<file path="src/rtl/accum_pkg.sv">
`timescale 1ns/1ps
package accum_pkg;

  typedef enum logic [1:0] {
    SCALE_NORMAL = 2'd0,
    SCALE_LEFT   = 2'd1,
    SCALE_AVG    = 2'd2,
    SCALE_RSVD   = 2'd3
  } scaleMode_t;

  typedef struct packed {
    logic load;    // add the incoming sample
    logic finish;  // this sample closes the group
  } ctrlStrobes_t;

  function automatic logic [4:0] resBits(input logic [1:0] sel);
    case (sel)
      2'd0:    return 5'd12;
      2'd1:    return 5'd13;
      2'd2:    return 5'd10;
      default: return 5'd8;
    endcase
  endfunction

  // Reserved count codes fold to a single sample
  function automatic logic [3:0] effCode(input logic [3:0] sel, input int maxCode);
    return (int'(sel) > maxCode) ? 4'd0 : sel;
  endfunction

endpackage

</file>
<file path="src/rtl/accum_ctrl.sv">
`timescale 1ns/1ps
module accum_ctrl
  import accum_pkg::*;
#(
  parameter int MAX_CODE = 10
) (
  input  logic         clk,
  input  logic         rstN,
  input  logic         sampleValid,
  input  logic         startReq,
  input  logic [3:0]   accSel,
  input  logic         freeRun,
  output ctrlStrobes_t strobes,
  output logic         resultReady,
  output logic         convStart
);
  localparam int CNT_W = MAX_CODE;

  logic [CNT_W-1:0] count;
  logic [CNT_W-1:0] lastIdx;
  logic [3:0]       code;

  always_comb begin
    code           = effCode(accSel, MAX_CODE);
    lastIdx        = CNT_W'((32'd1 << code) - 32'd1);
    strobes.load   = sampleValid;
    strobes.finish = sampleValid && (count >= lastIdx);
  end

  always_ff @(posedge clk) begin
    if (!rstN) begin
      count       <= '0;
      resultReady <= 1'b0;
      convStart   <= 1'b0;
    end else begin
      resultReady <= strobes.finish;
      convStart   <= startReq | (freeRun & strobes.finish);
      if (strobes.finish)
        count <= '0;
      else if (strobes.load)
        count <= count + 1'b1;
    end
  end
endmodule

</file>
<file path="src/rtl/accum_datapath.sv">
`timescale 1ns/1ps
module accum_datapath
  import accum_pkg::*;
#(
  parameter int SAMPLE_W = 13,
  parameter int MAX_CODE = 10,
  parameter int ACC_W    = SAMPLE_W + MAX_CODE,
  parameter int LEFT_W   = 16
) (
  input  logic                clk,
  input  logic                rstN,
  input  ctrlStrobes_t        strobes,
  input  logic [SAMPLE_W-1:0] sampleIn,
  input  logic [1:0]          resSel,
  input  logic [3:0]          accSel,
  input  logic [1:0]          scaleSel,
  output logic [SAMPLE_W-1:0] sampleOut,
  output logic [ACC_W-1:0]    result
);
  localparam int SUM_W = ACC_W + 1;

  logic [4:0]          bits, width;
  logic [3:0]          code;
  logic [SAMPLE_W-1:0] mask, masked;
  logic [ACC_W-1:0]    acc, sumNext, leftVal, scaled;
  logic [SUM_W-1:0]    half, rounded, avgShift, maxCode;
  scaleMode_t          mode;

  always_comb begin
    bits    = resBits(resSel);
    code    = effCode(accSel, MAX_CODE);
    width   = bits + {1'b0, code};
    mask    = {SAMPLE_W{1'b1}} >> (5'(SAMPLE_W) - bits);
    masked  = sampleIn & mask;
    sumNext = acc + ACC_W'(masked);
    mode    = scaleMode_t'(scaleSel);

    // left adjust: nominal width w, bit w-1 moved to bit LEFT_W-1
    if (width <= 5'(LEFT_W))
      leftVal = sumNext << (5'(LEFT_W) - width);
    else
      leftVal = sumNext >> (width - 5'(LEFT_W));

    // average: round half up, shift, clamp at resolution maximum
    half     = (code == 4'd0) ? '0 : (SUM_W'(1) << (code - 4'd1));
    rounded  = {1'b0, sumNext} + half;
    avgShift = rounded >> code;
    maxCode  = SUM_W'(mask);

    case (mode)
      SCALE_LEFT: scaled = ACC_W'(leftVal[LEFT_W-1:0]);
      SCALE_AVG:  scaled = (avgShift > maxCode) ? ACC_W'(maxCode) : ACC_W'(avgShift);
      default:    scaled = sumNext;
    endcase
  end

  always_ff @(posedge clk) begin
    if (!rstN) begin
      acc       <= '0;
      sampleOut <= '0;
      result    <= '0;
    end else if (strobes.load) begin
      sampleOut <= masked;
      if (strobes.finish) begin
        acc    <= '0;
        result <= scaled;
      end else begin
        acc <= sumNext;
      end
    end
  end
endmodule

</file>
<file path="src/rtl/accum_scaler.sv">
`timescale 1ns/1ps
module accum_scaler
  import accum_pkg::*;
#(
  parameter int SAMPLE_W = 13,
  parameter int MAX_CODE = 10,
  parameter int ACC_W    = SAMPLE_W + MAX_CODE,
  parameter int LEFT_W   = 16
) (
  input  logic                clk,
  input  logic                rstN,
  input  logic                sampleValid,
  input  logic [SAMPLE_W-1:0] sampleIn,
  input  logic                startReq,
  input  logic [1:0]          resSel,
  input  logic [3:0]          accSel,
  input  logic [1:0]          scaleSel,
  input  logic                freeRun,
  output logic [SAMPLE_W-1:0] sampleOut,
  output logic [ACC_W-1:0]    result,
  output logic                resultReady,
  output logic                convStart
);
  ctrlStrobes_t strobes;

  accum_ctrl #(.MAX_CODE(MAX_CODE)) uCtrl (
    .clk         (clk),
    .rstN        (rstN),
    .sampleValid (sampleValid),
    .startReq    (startReq),
    .accSel      (accSel),
    .freeRun     (freeRun),
    .strobes     (strobes),
    .resultReady (resultReady),
    .convStart   (convStart)
  );

  accum_datapath #(
    .SAMPLE_W (SAMPLE_W),
    .MAX_CODE (MAX_CODE),
    .ACC_W    (ACC_W),
    .LEFT_W   (LEFT_W)
  ) uData (
    .clk       (clk),
    .rstN      (rstN),
    .strobes   (strobes),
    .sampleIn  (sampleIn),
    .resSel    (resSel),
    .accSel    (accSel),
    .scaleSel  (scaleSel),
    .sampleOut (sampleOut),
    .result    (result)
  );
endmodule

</file>
<file path="config.mk">
export PLATFORM = sky130hd
export DESIGN_NAME = accum_scaler
export DESIGN_NICKNAME = d
export VERILOG_FILES = /design/src/rtl/accum_pkg.sv /design/src/rtl/accum_ctrl.sv /design/src/rtl/accum_datapath.sv /design/src/rtl/accum_scaler.sv
export SDC_FILE = /design/constraint.sdc
export NUM_CORES = 1
export LEC_CHECK = 0
export ABC_CLOCK_PERIOD_IN_PS = 7600
export BUFFER_PORTS_ARGS = -buffer_cell sky130_fd_sc_hd__buf_4
export CORE_ASPECT_RATIO = 0.6
export CORE_UTILIZATION = 63
export CTS_CLUSTER_SIZE = 8
export DETAILED_ROUTE_END_ITERATION = 10
export HOLD_SLACK_MARGIN = 0.05
export PLACE_DENSITY = 0.85
export SYNTH_ARGS = -nofsm -noshare
export SYNTH_HDL_FRONTEND = slang
export SYNTH_SLANG_ARGS = --single-unit
</file>
<file path="constraint.sdc">
create_clock -name clk -period 7.6 [get_ports clk]
set_clock_uncertainty 0.15 [all_clocks]
set_input_delay 0.38 -clock clk [delete_from_list [all_inputs] [get_ports clk]]
set_output_delay 0.38 -clock clk [all_outputs]
set_load 0.005 [all_outputs]
</file>
# Word-level counts from Yosys, hierarchy flattened
# Cells that the tools add are included.
# totals
latchBits,0
ramBits,0
mem_bits_ro,0
word_cells,45
n_memories,0
out_inout_bits,38
register_bits,71
# op_classes
div,0
shifts,6
reduce_logical,5
n_bitwise,4
n_addsub,9
eq_ne,4
muxes,7
multipliers,0
magnitude_cmp,4
# ops
op,count
two-way mux 23 bit,2
one-hot mux 23 bit (2 select lines),1
adder 23 x 24 -> 24 bit,1
> comparator 24 x 13 -> 1 bit,1
two-way mux 24 bit,1
"<< shifter 1 x 4 -> 24 bit, first input constant",1
right shift 24 x 4 -> 24 bit,1
adder 23 x 13 -> 23 bit,1
<< shifter 23 x 5 -> 16 bit,1
right shift 23 x 5 -> 16 bit,1
two-way mux 16 bit,1
AND 13 bit,1
"right shift 13 x 5 -> 13 bit, first input constant",1
"adder 10 x 1 -> 10 bit, second input constant",1
greater-or-equal comparator 10 bit,1
"<< shifter 1 x 4 -> 10 bit, first input constant",1
"subtractor 10 x 1 -> 10 bit, second input constant",1
one-hot mux 3 bit (3 select lines),1
adder 4 x 4 -> 5 bit,1
"<= comparator 5 bit, second input constant",1
"subtractor 4 x 4 -> 5 bit, first input constant",1
"subtractor 5 bit, first input constant",1
"subtractor 5 bit, second input constant",1
"== test 2 x 1 -> 1 bit, second input constant",2
12 further kinds,13

# Depth between registers and ports, before layout
# depth
depth_word,11
depth_mapped,37
ltp_nobuf,34

# Hierarchy
# From an unflattened synthesis, not the netlist that was laid out.
# hier_totals
cells_unflattened,1221
hier_area_um2,8983.6
# modules_own_cells
mod,instances,cells_each,area_per_inst_um2
accum_datapath,1,1109,8012.7
accum_ctrl,1,112,970.9

# Least setup slack after synthesis
# OpenSTA, ideal clock, no wires.
# synth_timing
path_type,in2reg
start,input port sampleIn[0]
end,register uData.result[9]
t_arrival_ns,6.406
setup_slack_ns,0.921
path_buffers,1
required_time_ns,7.328
stages,31
cell_sequence,ha_1 > fa_1 > a21o_1 > a221oi_4 > o21bai_1 > a22oi_1 > nand4b_1 > nand3_1 > ha_1 > or2_2 > a21o_1 > a21o_1 > a21o_1 > a211oi_1 > or3_1 > o21ai_0 > mux4_2 > o221a_2 > ha_1 > o21ai_0 > nor2_1 > nor4_1 > nor3_1 > o22ai_1 > o211ai_1 > a211oi_1 > and4_4 > a21boi_4 > buf_4 > mux2i_1 > o21ai_1
# synth_between
elab_chain_cells,7
# synth_lines
element,line_no,rtl
"start, declared",accum_scaler.sv:13,"input logic [SAMPLE_W-1:0] sampleIn,"
AND 13 bit *,accum_datapath.sv:34,masked = sampleIn & mask;
adder 23 x 13 -> 23 bit *,accum_datapath.sv:35,sumNext = acc + ACC_W'(masked);
adder 23 x 24 -> 24 bit,accum_datapath.sv:46,"rounded = {1'b0, sumNext} + half;"
right shift 24 x 4 -> 24 bit,accum_datapath.sv:47,avgShift = rounded >> code;
> comparator 24 x 13 -> 1 bit,accum_datapath.sv:52,SCALE_AVG: scaled = (avgShift > maxCode) ? ACC_W'(maxCode) : ACC_W'(avgShift);
two-way mux 23 bit,accum_datapath.sv:52,
one-hot mux 23 bit (2 select lines) *,accum_datapath.sv:50,case (mode)
"end signal, assigned",accum_datapath.sv:66,result <= scaled;
"end, declared",accum_datapath.sv:18,output logic [ACC_W-1:0] result
# Mark *: on every way between the ends. The rest lies on a longest branch, timed or not.
# A chain may end at the register's enable or synchronous reset.

# Final worst setup path
# layout_timing
start,register uData.acc[4]
end,register uData.result[8]
# layout_between
elab_chain_cells,6
# layout_lines
element,line_no,rtl
"start, declared",accum_datapath.sv:25,"logic [ACC_W-1:0] acc, sumNext, leftVal, scaled;"
"start signal, assigned",accum_datapath.sv:68,acc <= sumNext;
adder 23 x 13 -> 23 bit *,accum_datapath.sv:35,
adder 23 x 24 -> 24 bit,accum_datapath.sv:46,
right shift 24 x 4 -> 24 bit,accum_datapath.sv:47,
> comparator 24 x 13 -> 1 bit,accum_datapath.sv:52,
two-way mux 23 bit,accum_datapath.sv:52,
one-hot mux 23 bit (2 select lines) *,accum_datapath.sv:50,
# Marked as above.

==> out/qor.yml <==
path_common_cell: "ha_1"
fmaxAchievable_ghz: 0.136
post_drt_wl_per_cell_um: 22.5
dpl.hpwl_mm: 24.5
min_from: "startReq"
peakVddDrop_uv: 147
p_leak_nw: 4.45
numCtsBuffers: 9
synth_edf_count: 0
cts-root-buf: "clkbuf_16"
async_flop_share_pct: 0
ioPinCount: 64
synth_cells: 1136
worst_setup_path_start_kind: "register"
initialDrtViolationCount: 1320
regArea_um2: 1420
use_met1_pct: 62.1
gp_congestion: 1.07
required_ns: 7.66
cp_slowest_stage_delay_ns: 0.39
layout.cells.non_filler: 1392
ys_seq_elements: 71
finalHoldViolCount: 0
path_clk_slew_ns: 0.07
hold_class: "in -> reg"
cts_resized: 0
syn_area_per_cell_um2: 7.56
reg2reg_slack_ns: 0.24
yosysMostFrequentCell: "nand2_1"
cp-end-kind: "register"
min_to: "uCtrl.convStart"
cp.arrival_ns: 7.42
startpoint: "uData.acc[4]"
status: "complete, but fails checks"
cts_buffer_depth: 2
powerDensity_nw_per_um2: 217
max_cap_violations: 0
io_buffer_count: 63
start_util_pct: 65.8
period_needed_ns: 7.36
cp_slowest_cell: "ha_1"
cts.htree.levels: 3
dp_cells: 1376
grt_overflow: 0
synth_area_leaders: "dfxtp_1 (17%), ha_1 (8.9%), mux2i_1 (7.5%), nand2_1 (5.8%), nor2_1 (5.1%)"
busiest_layer: "met1"
nNetsFinal: 1307
holdWs_ns: 0.109
routed_wl_mm: 31.3
grt_use_met3_pct: 18.8
drc: 4
critPathKind: "reg -> reg"
r2r_start: "uData.acc[4]"
slew-limit-headroom_pct: 26.9
grt_max_degree: 47
antenna_cells: 0
cp_max_fo: 7
nFillCells: 995
die_h_um: 92.5
die_area_um2: 14100
cts_num_sinks: 71
num_vias: 9480
ys_types: 96
grt_use_met2_pct: 58.8
die_width_um: 153
routed_via_density: 6.81
period_share_pct: 96.9
synth_top_cell_area_share_pct: 16.5
ctsHoldBuffers: 0
tightest_slew_ns: 1.09
finalSetupViolCount: 0
area_delta_synth_final_pct: 15.6
yosys_warnings: 0
ys_top_cells_by_count: "nand2_1 (132), nor2_1 (117), a21oi_1 (77)"
ys_seq_area_share_pct: 16.5
multiInputGateArea_um2: 6880
reg2reg_to: "uData.result[8]"
violations: "DRC"
drtPass1Iterations: 11
drive_gt1_share_pct: 17.8
cts_tree: "yes"
fin_util_pct: 76.1
drtAntennaViolNets: 0
whs_path_depth: 3
core_um2: 13100
gr-usage-all-layers_pct: 43.7
yosys_most_used_dff: "dfxtp_1"
grt_pass1_wl_mm: 47.6
grt_pass1_vias: 8515
cts_setup_buffers: 0
synth_area_um2: 8590
antenna_found_initial: 1
rows: 32
reg2reg_depth: 32
synth_top_area_cell: "dfxtp_1"
slew_viol_final: 0
clock_latency_ns: 0.35
-- power by group --
part	leakage, nW	switching [mW]	internal, mW	total [mW]
clock	0.150	0.190	0.258	0.449
sequential	0.578	0.0129	0.390	0.403
combinational	3.72	0.796	0.506	1.30
-- final cells by class --
class                           count  area share, %
Clock buffer                        9           2.27
Clock inverter                      7          0.794
Inverter                           42           1.59
Multi-Input combinational cell    966           69.3
Sequential cell                    71           14.3
Tap cell                          170           2.14
Timing Repair Buffer              127           9.60
-- cell families after synthesis --
family,after synthesis,share of synthesized area (%)
AO/OA/AOI/OAI,339,27.7
buffers and inverters,111,5.05
XOR/XNOR,64,6.61
other,2,0.0874
adder cells (fa/ha/maj),64,9.58
multiplexers,84,12.2
AND/OR/NAND/NOR,401,22.2
flip-flops,71,16.5
-- state kept, by name (all words and copies together), names as in the netlist --
signal	flops
uCtrl.convStart	1
uCtrl.count	10
uCtrl.resultReady	1
uData.acc	23
uData.result	23
uData.sampleOut	13
-- routing by layer --
metal | wire length, um | share of wire [%]
met5 | 0 | 0
met4 | 831 | 2.7
met3 | 5010 | 16
met2 | 11800 | 38
met1 | 13700 | 44
-- per-stage QoR --
| step | cell area, um^2 | total power, mW | setup slack [ns] | setup TNS (ns) |
|---|---|---|---|---|
| floorplan | 8640 | 1.24 | 0.921 | 0 |
| global placement | 9540 | 1.60 | 0.288 | 0 |
| detailed placement | 9540 | 1.61 | 0.0492 | 0 |
| CTS | 9840 | 2.06 | 0.221 | 0 |
| global route | 9930 | 2.24 | -0.0658 | -0.378 |
| finish | 9930 | 2.15 | 0.238 | 0 |
-- how the worst max path moves through the flow --
stage / end / slack, ns
2_1_floorplan: uData.result[9] / 0.92
3_5_place_dp: uData.result[8] / 0.05
6_report: uData.result[8] / 0.24
4_1_cts: uData.result[8] / 0.22
5_1_grt: uData.result[8] / -0.07
3_3_place_gp: uData.result[12] / 0.29
-- critical path, delay by kind of cell (launching register included) --
family          cells  cell delay (ns)
xor+xnor            1             0.27
buf+inv             2             0.31
flops               1             0.32
fa+ha+maj           3             1.05
mux                 3             0.80
simple gates        8             1.35
compound gates     15             2.96
-- cell usage in the layout, fill, tap and decap left out, types with 10 or more instances in the layout --
master,instances
nand2_1,132
ha_1,59
xnor2_1,43
o31ai_1,13
a21oi_1,75
mux4_2,16
o21ai_0,52
nand4_1,12
xor2_1,18
a211oi_1,22
nand3_1,39
and2_1,13
dfxtp_1,71
inv_1,38
o211ai_1,19
or3_1,10
and3_1,14
conb_1,14
nor2_1,117
mux2i_1,64
a21o_1,28
buf_4,127
nand2b_1,10
a31oi_1,14
nor2b_1,18
Power figures use the tool's default switching activity.
